File: src/rtl/adc_tx_pkg.sv
package adc_tx_pkg;
  typedef enum logic [1:0] {
    ST_IDLE = 2'd0,
    ST_SC   = 2'd1,
    ST_WAIT = 2'd2,
    ST_SEND = 2'd3
  } ctl_state_e;
endpackage

File: src/rtl/adc_tx_baud.sv
module adc_tx_baud #(
  parameter int CLKS_PER_BIT = 4
) (
  input  logic clk_i,
  input  logic rst_ni,
  input  logic run_i,
  output logic tick_o
);
  localparam int CW = (CLKS_PER_BIT > 1) ? $clog2(CLKS_PER_BIT) : 1;
  localparam logic [CW-1:0] LAST = CW'(CLKS_PER_BIT - 1);

  logic [CW-1:0] cnt_q;

  always_ff @(posedge clk_i or negedge rst_ni) begin
    if (!rst_ni)           cnt_q <= '0;
    else if (!run_i)       cnt_q <= '0;
    else if (cnt_q == LAST) cnt_q <= '0;
    else                   cnt_q <= cnt_q + 1'b1;
  end

  assign tick_o = run_i && (cnt_q == LAST);
endmodule

File: src/rtl/adc_tx_shift.sv
module adc_tx_shift #(
  parameter int DATA_W    = 8,
  parameter int STOP_BITS = 2
) (
  input  logic              clk_i,
  input  logic              rst_ni,
  input  logic              load_i,
  input  logic [DATA_W-1:0] data_i,
  input  logic              shift_i,
  output logic              txd_o,
  output logic              last_o
);
  localparam int FRAME_W = 1 + DATA_W + STOP_BITS;
  localparam int IW = $clog2(FRAME_W);

  logic [FRAME_W-1:0] sh_q;
  logic [IW-1:0]      idx_q;

  always_ff @(posedge clk_i or negedge rst_ni) begin
    if (!rst_ni) begin
      sh_q  <= '1;
      idx_q <= '0;
    end else if (load_i) begin
      sh_q  <= {{STOP_BITS{1'b1}}, data_i, 1'b0};
      idx_q <= '0;
    end else if (shift_i) begin
      sh_q  <= {1'b1, sh_q[FRAME_W-1:1]};
      idx_q <= idx_q + 1'b1;
    end
  end

  assign txd_o  = sh_q[0];
  assign last_o = (idx_q == IW'(FRAME_W - 1));
endmodule

File: src/rtl/adc_tx_ctl.sv
module adc_tx_ctl
  import adc_tx_pkg::*;
(
  input  logic       clk_i,
  input  logic       rst_ni,
  input  logic       eoc_i,
  input  logic       tick_i,
  input  logic       last_i,
  output ctl_state_e state_o,
  output logic       load_o
);
  ctl_state_e st_q, st_d;

  always_comb begin
    st_d = st_q;
    unique case (st_q)
      ST_IDLE: st_d = ST_SC;
      ST_SC:   st_d = ST_WAIT;
      ST_WAIT: if (eoc_i) st_d = ST_SEND;
      ST_SEND: if (tick_i && last_i) st_d = ST_IDLE;
      default: st_d = ST_IDLE;
    endcase
  end

  always_ff @(posedge clk_i or negedge rst_ni) begin
    if (!rst_ni) st_q <= ST_IDLE;
    else         st_q <= st_d;
  end

  assign state_o = st_q;
  assign load_o  = (st_q == ST_WAIT) && eoc_i;
endmodule

File: src/rtl/adc_uart_sender.sv
module adc_uart_sender
  import adc_tx_pkg::*;
#(
  parameter int CLKS_PER_BIT = 4,
  parameter int DATA_W       = 8,
  parameter int STOP_BITS    = 2
) (
  input  logic              clk_i,
  input  logic              rst_ni,
  input  logic              eoc_i,
  input  logic [DATA_W-1:0] adc_data_i,
  output logic              sc_o,
  output logic              busy_o,
  output logic              txd_o
);
  ctl_state_e state;
  logic load, tick, last;

  adc_tx_ctl u_ctl (
    .clk_i  (clk_i),
    .rst_ni (rst_ni),
    .eoc_i  (eoc_i),
    .tick_i (tick),
    .last_i (last),
    .state_o(state),
    .load_o (load)
  );

  adc_tx_baud #(.CLKS_PER_BIT(CLKS_PER_BIT)) u_baud (
    .clk_i (clk_i),
    .rst_ni(rst_ni),
    .run_i (state == ST_SEND),
    .tick_o(tick)
  );

  adc_tx_shift #(.DATA_W(DATA_W), .STOP_BITS(STOP_BITS)) u_shift (
    .clk_i  (clk_i),
    .rst_ni (rst_ni),
    .load_i (load),
    .data_i (adc_data_i),
    .shift_i(tick),
    .txd_o  (txd_o),
    .last_o (last)
  );

  assign sc_o   = (state == ST_SC);
  assign busy_o = (state != ST_IDLE);
endmodule

File: config.mk
export PLATFORM = sky130hd
export DESIGN_NAME = adc_uart_sender
export DESIGN_NICKNAME = d
export VERILOG_FILES = /design/src/rtl/adc_tx_pkg.sv /design/src/rtl/adc_tx_baud.sv /design/src/rtl/adc_tx_shift.sv /design/src/rtl/adc_tx_ctl.sv /design/src/rtl/adc_uart_sender.sv
export SDC_FILE = /design/constraint.sdc
export NUM_CORES = 1
export LEC_CHECK = 0
export BUFFER_PORTS_ARGS = -buffer_cell sky130_fd_sc_hd__buf_4
export CORE_MARGIN = 4
export CORE_UTILIZATION = 53
export DETAILED_ROUTE_END_ITERATION = 8
export PLACE_DENSITY = 0.76
export SLEW_MARGIN = 30
export SYNTH_ARGS = -nofsm -noshare
export SYNTH_HDL_FRONTEND = slang
export SYNTH_SLANG_ARGS = --single-unit
export TNS_END_PERCENT = 5
File: constraint.sdc
create_clock -name clk_i -period 1.6 [get_ports clk_i]
set_input_delay 0.32 -clock clk_i [delete_from_list [all_inputs] [get_ports clk_i]]
set_output_delay 0.32 -clock clk_i [all_outputs]
set_load 0.05 [all_outputs]
======== Yosys cells after proc, flatten, opt, wreduce, memory -nomap -nowiden ========
Index checks and enable logic that the tools add are counted.
operators by class
  muxes and demuxes ....................... 9
  equal/unequal tests ..................... 7
  reductions and logical operators ........ 7
  add/sub/neg operators ................... 2
operators by type and width
  cell                                                  count
  two-way mux 11 bit                                    2
  two-way mux 2 bit                                     4
  two-way mux 4 bit                                     2
  one-hot mux 2 bit (4 select lines)                    1
  equality test 2 bit (second input constant)           3
  adder 4 x 1 -> 4 bit (second input constant)          1
  equality test 4 bit (second input constant)           1
  != test 2 bit (second input constant)                 2
  nonzero test 2 bit                                    2
  logical AND 1 bit                                     3
  adder 2 x 1 -> 2 bit (second input constant)          1
  equality test 2 x 1 -> 1 bit (second input constant)  1
  zero test 2 bit                                       1
  AND reduction 2 bit                                   1
storage, ports and cells
  output and inout bits ................... 3
  logic and storage cells ................. 29
  input port bits ......................... 11
  flip-flop bits (word level) ............. 19

======== Longest topological paths before layout ========
Gate-level depths: netlist of run 1.
  word-level depth ........................ 5
  mapped depth ............................ 6
  depth with buffers taken out ............ 5

======== Hierarchy ========
A second synthesis of run 1 with hierarchy kept.
second synthesis, totals
  cell total of the unflattened synthesis .. 82
  area, all modules ....................... 920.9 sq um
by module, submodules not included
  module           instances  cells each  area each (sq um)
  adc_tx_shift     1          60          658.1
  adc_tx_ctl       1          13          151.4
  adc_tx_baud      1          6           88.8
  adc_uart_sender  1          3           22.5

======== Least setup slack after synthesis of run 1 ========
OpenSTA, ideal clock, no wires.
  path kind ............................... reg-to-reg
  start point ............................. register u_ctl.st_q[0], in the netlist u_ctl.state_o[0]
  end point ............................... register u_ctl.st_q[1], in the netlist u_ctl.state_o[1]
  data arrival time ....................... 1.243 ns
  stages on the path, launching flop included .. 6
  path slack .............................. 0.232 ns
  clock period less this slack ............ 1.368 ns
  cells stage by stage .................... dfrtp_1 -> inv_1 -> ha_1 -> nor2b_1 -> a21oi_1 -> mux2_2
on the way
  longest elaborated chain between the ends .. 5
ends and longest elaborated chain
  what                           line                                     source
  from (decl)                    adc_tx_ctl.sv:12                         ctl_state_e st_q, st_d;
  from (signal assigned)         adc_tx_ctl.sv:27                         else st_q <= st_d;
  equality test 2 bit            adc_tx_ctl.sv:16, adc_uart_sender.sv:32
  logical AND 1 bit              adc_tx_baud.sv:21                        assign tick_o = run_i && (cnt_q == LAST);
  logical AND 1 bit              adc_tx_ctl.sv:20                         ST_SEND: if (tick_i && last_i) st_d = ST_IDLE;
  != test 2 bit (no line)        -
  AND reduction 2 bit (no line)  -
Parallel ways exist; a longest one is shown, timed or not.
A chain may end at the register's enable or synchronous reset.

======== Final worst setup path of run 1 ========
  start point ............................. register u_ctl.st_q[0], in the netlist u_ctl.state_o[0]
  end point ............................... output busy_o
on the way
  longest elaborated chain between the ends .. 1
ends and longest elaborated chain
  what                line                   source
  nonzero test 2 bit  adc_uart_sender.sv:47  assign busy_o = (state != ST_IDLE);
  to (decl)           adc_uart_sender.sv:13  output logic busy_o,
Every way passes these cells.

==> results of run 1 <==
[registers in the layout, indices dropped and copies added, names as in the netlist]
| register | cells |
|---|---|
| u_baud.cnt_q | 2 |
| u_ctl.state_o | 2 |
| u_shift.idx_q | 4 |
| u_shift.sh_q | 9 |
[logic make-up after synthesis]
group,count (synthesis),synth area share [%]
adders and majority gates,7,10.3
and+or+nand+nor,25,14.2
AOI/OAI and AO/OA,15,9.24
DFF,17,51.2
xor gates and xnor gates,2,2.05
buffers and inverters,7,3.52
muxes,8,9.53
[repair_timing]
item / 4_1_cts / 5_1_grt
setup endpoints to repair: 0 / 1
hold endpoints to repair: 8 / 0
setup buffers: 0 / 1
hold buffers: 1 / 0
resized for setup: 0 / 2
[layout by cell type, fill, tap and decap left out]
cell type      synthesis  layout
nand3_1                3       3
nor3b_1                1       1
o21ai_0                9       9
clkbuf_4               0       3
xnor2_1                1       1
nor2_1                 3       3
buf_6                  0       1
nand2_2                1       1
ha_1                   7       6
inv_1                  4       4
xor2_1                 1       1
mux2i_1                7       7
mux2_2                 1       1
dlygate4sd3_1          0       1
and2_1                 2       2
or2_2                  1       1
nand2_1               11      11
or3_1                  1       1
ha_2                   0       1
dfstp_2                9       9
clkinv_2               0       1
a2bb2oi_1              1       1
nand4b_1               1       1
dfrtp_1                8       8
buf_4                  1      17
a21oi_1                5       5
nor2b_1                1       1
[metal layers]
metal | vias to the layer above | wire length, um
met5 | - | 0
met4 | 0 | 24
met3 | 4 | 57
met2 | 11 | 720
met1 | 282 | 670
li1 | 313 | -
[power by group through the flow]
stage	clock network, mW	registers (mW)	logic (mW)
after floorplan	0	0.749	0.468
after global placement	0	0.763	0.627
after detailed placement	0	0.776	0.657
after CTS	0.236	0.766	0.661
after global routing	0.253	0.788	0.774
final	0.231	0.765	0.681
[metrics by stage]
step / hold WS, ns / area (um2) / power, mW / TNS [ns]
5_1_grt: 0.224 / 1040 / 1.81 / -0.00172
2_1_floorplan: 0.0244 / 853 / 1.22 / 0
3_3_place_gp: 0.194 / 986 / 1.39 / 0
4_1_cts: 0.222 / 1020 / 1.66 / 0
3_5_place_dp: 0.194 / 986 / 1.43 / 0
6_report: 0.222 / 1040 / 1.68 / 0
[cell type report]
cell class,count,area [um2],area share (%)
sequential,17,437,42.1
multi-input combinational,57,389,37.5
timing repair buffer,19,149,14.4
clock buffer,3,22.5,2.17
tap,16,20.0,1.93
inverter,4,15.0,1.45
clock inverter,1,5.00,0.483
[final timing paths]
path	startpoint	end	slack, ns	cells after the start
setup / recovery	u_ctl.state_o[0]$_DFFE_PN0P_	busy_o	0.08	4
hold / removal	adc_data_i[2]	u_shift.sh_q[3]$_DFFE_PN1P_	0.22	3
setup reg to reg	u_ctl.state_o[0]$_DFFE_PN0P_	u_ctl.state_o[1]$_DFFE_PN0P_	0.12	5
hold reg to reg	u_baud.cnt_q[0]$_DFF_PN0_	u_baud.cnt_q[0]$_DFF_PN0_	0.44	1
max in group asynchronous	rst_ni	u_shift.sh_q[7]$_DFFE_PN1P_	0.94	2
min in group asynchronous	rst_ni	u_baud.cnt_q[1]$_DFF_PN0_	0.41	2
[worst min-delay path, stage by stage]
cell	delay, ns
buf_4	0.08
nand2_1	0.03
o21ai_0	0.06
==> results_dict.tcl, run 1 <==
set metrics [dict create \
    io_buffers 13 \
    timing.max_cap.violations 0 \
    dp.cells 111 \
    synth_commonest_cells "nand2_1, dfstp_2, o21ai_0, dfrtp_1" \
    grt_pass1_vias 570 \
    rows 14 \
    synth_top_area_share_pct 27.7 \
    gr-usage-met2_pct 24.5 \
    synth_edf_count 0 \
    dpl.hpwl_mm 1.14 \
    final.setup_skew_ns 0.00418 \
    cts_buffers 3 \
    clock_sink_count 17 \
    worst_pin_slew_ns 0.218 \
    routed_wirelength_mm 1.47 \
    hold_viol_final 0 \
    path_common_cell "inv_1" \
    synth_top_cell_by_area "dfstp_2" \
    grt_usage_pct 15.0 \
    status "complete, no violations" \
    grt_max_degree 18 \
    swShare_pct 36.5 \
    synth_cells 81 \
    max_slew_margin_pct 85.5 \
    fin_crit_ns 1.52 \
    met1_usage_pct 19.7 \
    leakagePower_nw 0.521 \
    synthTopCellsByArea "dfstp_2, dfrtp_1, ha_1" \
    cp_slowest_cell "dfrtp_1" \
    layout-drive-gt1-share_pct 34.7 \
    nNetsFinal 120 \
    synth_seq_cells 17 \
    async_flop_share_pct 100 \
    core_region_area_mm2 0.00151 \
    crit_arrival_ns 1.20 \
    yosysSeqAreaShare_pct 51.2 \
    clk_latency_ns 0.29 \
    routedWlPerCell_um 12.6 \
    viasPerCell 5.21 \
    syn_area_um2 853 \
    hold_path_class "input pin to flip-flop" \
    cts_tree "yes" \
    synth_nets 99 \
    worstSetupStartpointType "flip-flop" \
    critPathBufInv 3 \
    crit_family "flip-flops" \
    crit_fanout 4 \
    clock_power_share_pct 13.8 \
    ir_drop_v 0.00118 \
    postRouteAntennaNets 0 \
    vias 610 \
    fmax_mhz 658 \
    critical-path-max-stage-delay_ns 0.42 \
    ys_types 23 \
    final_cells 117 \
    antenna_found_initial 0 \
    final_core_util_pct 68.9 \
    power_switching_mw 0.612 \
    io-pin-count 14 \
    start_util_pct 56.6 \
    syn_to_final_growth_pct 21.6 \
    clk_pin_slew_ns 0.10 \
    min_period_over_period_pct 94.9 \
    p_per_area_mw_per_mm2 1620 \
    seq_power_share_pct 45.6 \
    first_pass_iters 4 \
    drc 0 \
    diodes 0 \
    place_ws_ns 0.131 \
    grt_overflow 0 \
    p_int_mw 1.06 \
    cp-end-kind "primary output" \
    fp.dieArea_mm2 0.00232 \
    clock_path_buffers 2 \
    grtUsageMet3_pct 2.21 \
    setup_viol 0 \
    crit_chain "inv_1, ha_2, inv_1, buf_6" \
    synth.avg_cell_area_um2 10.5 \
    drtIter0Drc 10 \
    h-tree-depth 1 \
    die-height_um 48.1 \
    yosysWarnings 0 \
    busiest_layer "met2" \
    worst_slack_ns 0.0814 \
    clockRootBuffer "clkbuf_4" \
    fp.dieW_um 48.1 \
    ys.flop_type "dfstp_2" \
    combPwrFrac_pct 40.6 \
    worst-setup-path-type "flip-flop to primary output" \
    synth_most_common_cell "nand2_1" \
    grt_pass1_wl_mm 2.39 \
    drv_slew 0 \
    num-fill-cells 122 \
    cp.required_ns 1.28 \
    gp_congestion 0.746 \
]
(Power assumes the default switching activity.)
==> run 2, diff against run 1 <==
--- a/config.mk
+++ b/config.mk
@@ -6,10 +6,12 @@
 export NUM_CORES = 1
 export LEC_CHECK = 0
 export BUFFER_PORTS_ARGS = -buffer_cell sky130_fd_sc_hd__buf_4
+export CORE_ASPECT_RATIO = 0.75
 export CORE_MARGIN = 4
-export CORE_UTILIZATION = 53
+export CORE_UTILIZATION = 48
 export DETAILED_ROUTE_END_ITERATION = 8
-export PLACE_DENSITY = 0.76
+export PLACE_DENSITY = 0.72
+export RECOVER_POWER = 25
 export SLEW_MARGIN = 30
 export SYNTH_ARGS = -nofsm -noshare
 export SYNTH_HDL_FRONTEND = slang
==> constraint.sdc (replaced) <==
create_clock -name clk_i -period 1.2 [get_ports clk_i]
set_input_delay 0.24 -clock clk_i [delete_from_list [all_inputs] [get_ports clk_i]]
set_output_delay 0.24 -clock clk_i [all_outputs]
set_load 0.05 [all_outputs]
==> run 2 against run 1 <==
  * Utilization is 14 points higher
  * Largest cell class is now multi-input combinational cells
  * The run now ends with setup timing left
  * Critical path type unchanged
  * Register-to-register slack worse by 0.37 ns
  * Clock skew is 0.0039 ns lower
  * Routed wire length is 31% higher
  * Via count is 11% higher
  * Sequential share of layout area is 8.8 points lower
  * Setup slack worse by 0.34 ns
  * Sequential power is 35% higher
  * Worst hold slack worse by 0.083 ns
  * Die area is 9.0% higher
  * Design area is 26% higher
==> results_dict.tcl, run 2 (synthesized netlist as in run 1, its figures left out) <==
set metrics [dict create \
    clk_pin_slew_ns 0.10 \
    crit_chain "buf_6, inv_6, ha_4, inv_2, buf_8" \
    final_common_cell "buf_4" \
    cts_tree "yes" \
    ir_drop_v 0.00166 \
    fmax_mhz 687 \
    grt_overflow 0 \
    met1_usage_pct 20.5 \
    rsz0062_at_grt "yes" \
    hold_path_class "input pin to flip-flop" \
    top_regs "u_shift.sh_q: 9 flops, u_shift.idx_q: 4 flops" \
    cp_slowest_cell "dfrtp_1" \
    io-pin-count 14 \
    busiest_layer "met2" \
    final_core_util_pct 83.2 \
    fp.dieArea_mm2 0.00252 \
    clockRootBuffer "clkbuf_4" \
    core_region_area_mm2 0.00158 \
    timing.max_cap.violations 0 \
    p_per_area_mw_per_mm2 2310 \
    vias 676 \
    cp.required_ns 0.96 \
    h-tree-depth 1 \
    fin_crit_ns 1.45 \
    nNetsFinal 135 \
    crit_family "flip-flops" \
    min_period_over_period_pct 121 \
    cts_buffers 3 \
    clk_latency_ns 0.29 \
    leakagePower_nw 0.633 \
    max_slew_margin_pct 71.5 \
    rows 12 \
    fp.dieW_um 56.7 \
    num-fill-cells 93 \
    viasPerCell 4.93 \
    gr-usage-met2_pct 27.6 \
    mostFrequentLayoutCells "buf_4, nand2_1, dfstp_2" \
    first_pass_iters 4 \
    largest_reg_flops 9 \
    die-height_um 44.5 \
    grt_pass1_vias 690 \
    cp-end-kind "primary output" \
    clock_path_buffers 2 \
    diodes 0 \
    routedWlPerCell_um 14.0 \
    dpl.hpwl_mm 1.22 \
    drc 0 \
    grt_usage_pct 16.7 \
    place_ws_ns -0.183 \
    worst-setup-path-type "flip-flop to primary output" \
    grt_pass1_wl_mm 3.13 \
    critical-path-max-stage-delay_ns 0.42 \
    layout-drive-gt1-share_pct 58.6 \
    worstSetupStartpointType "flip-flop" \
    fin_total_pwr_mw 3.03 \
    status "complete, but fails checks" \
    gp_congestion 0.828 \
    dp.cells 126 \
    drv_slew 0 \
    clock_sink_count 17 \
    largest-register "u_shift.sh_q" \
    drtIter0Drc 18 \
    final_cells 137 \
    grt_max_degree 22 \
    grtUsageMet3_pct 5.25 \
    syn_to_final_growth_pct 53.7 \
    io_buffers 13 \
    failed_checks "setup timing" \
    crit_arrival_ns 1.21 \
    critPathBufInv 4 \
    postRouteAntennaNets 0 \
    crit_fanout 2 \
    worst_slack_ns -0.255 \
    routed_wirelength_mm 1.92 \
    antenna_found_initial 0 \
    hold_viol_final 0 \
    start_util_pct 54.1 \
    setup_viol 18 \
    worst_pin_slew_ns 0.427 \
    final.setup_skew_ns 0.000249 \
]
==> run 2: changes by cell type in the layout (fill, tap and decap cells not counted), moves of 4 or more <==
cell / delta
buf_4: +7
ha_1: -4
ha_4: +4
inv_1: -4
o21ai_0: -8
o21ai_1: +7
==> run 2: worst paths after layout <==
| check | end | depth (start not counted) | from | slack [ns] |
|---|---|---|---|---|
| setup reg to reg | u_ctl.state_o[1]$_DFFE_PN0P_ | 5 | u_ctl.state_o[1]$_DFFE_PN0P_ | -0.25 |
| setup / recovery | busy_o | 5 | u_ctl.state_o[1]$_DFFE_PN0P_ | -0.25 |
| min in group asynchronous | u_ctl.state_o[1]$_DFFE_PN0P_ | 2 | rst_ni | 0.41 |
| hold reg to reg | u_baud.cnt_q[0]$_DFF_PN0_ | 1 | u_baud.cnt_q[0]$_DFF_PN0_ | 0.45 |
| hold / removal | u_shift.sh_q[4]$_DFFE_PN1P_ | 3 | adc_data_i[3] | 0.14 |
| max in group asynchronous | u_shift.sh_q[8]$_DFFE_PN1P_ | 2 | rst_ni | 0.46 |
==> run 2: layout make-up <==
type,count,area (um2),share of cell area [%]
multi-input cells,57,495,37.8
flip-flops and latches,17,437,33.3
repair buffers,34,305,23.3
well taps,21,26.3,2.00
clock buffers,3,22.5,1.72
inverters,4,20.0,1.53
clock inverters,1,5.00,0.382
==> run 2: power by group <==
part | switching (mW) | internal, mW
clock | 0.183 | 0.124
combinational | 0.796 | 0.897
sequential | 0.145 | 0.884
total | 1.12 | 1.91
==> run 2: what timing repair did <==
| action | in CTS | in global routing |
|---|---|---|
| setup buffers | 4 | 2 |
| resized for setup | 36 | 5 |
| pin swaps | 6 | 1 |
| hold endpoints to repair | 8 | 0 |
| hold buffers | 1 | 0 |
| cloned | 0 | 0 |
| setup endpoints to repair | 17 | 18 |
==> run 2: per-layer routing <==
metal  wire length (um)  share of wire [%]  vias to the layer above
li1                   -                  -                      345
met5                  0                  0                        -
met3                 81                4.2                        2
met1                804                 42                      316
met4                 21                1.1                        0
met2               1010                 53                       13
==> run 2: metrics by stage <==
step	instance area [um2]	hold WS [ns]	setup TNS [ns]
after detailed placement	1090	0.114	-1.10
after global placement	1090	0.117	-0.825
after global routing	1310	0.127	-3.59
final	1310	0.139	-2.17
after CTS	1270	0.131	-1.58
after floorplan	866	-0.0556	-0.943
==> run 2: tightest hold or removal path, delay by kind of cell <==
family,cells,cell delay [ns]
AO/OA/AOI/OAI,1,0.05
AND/OR/NAND/NOR,1,0.04
buffers and inverters,1,0.10
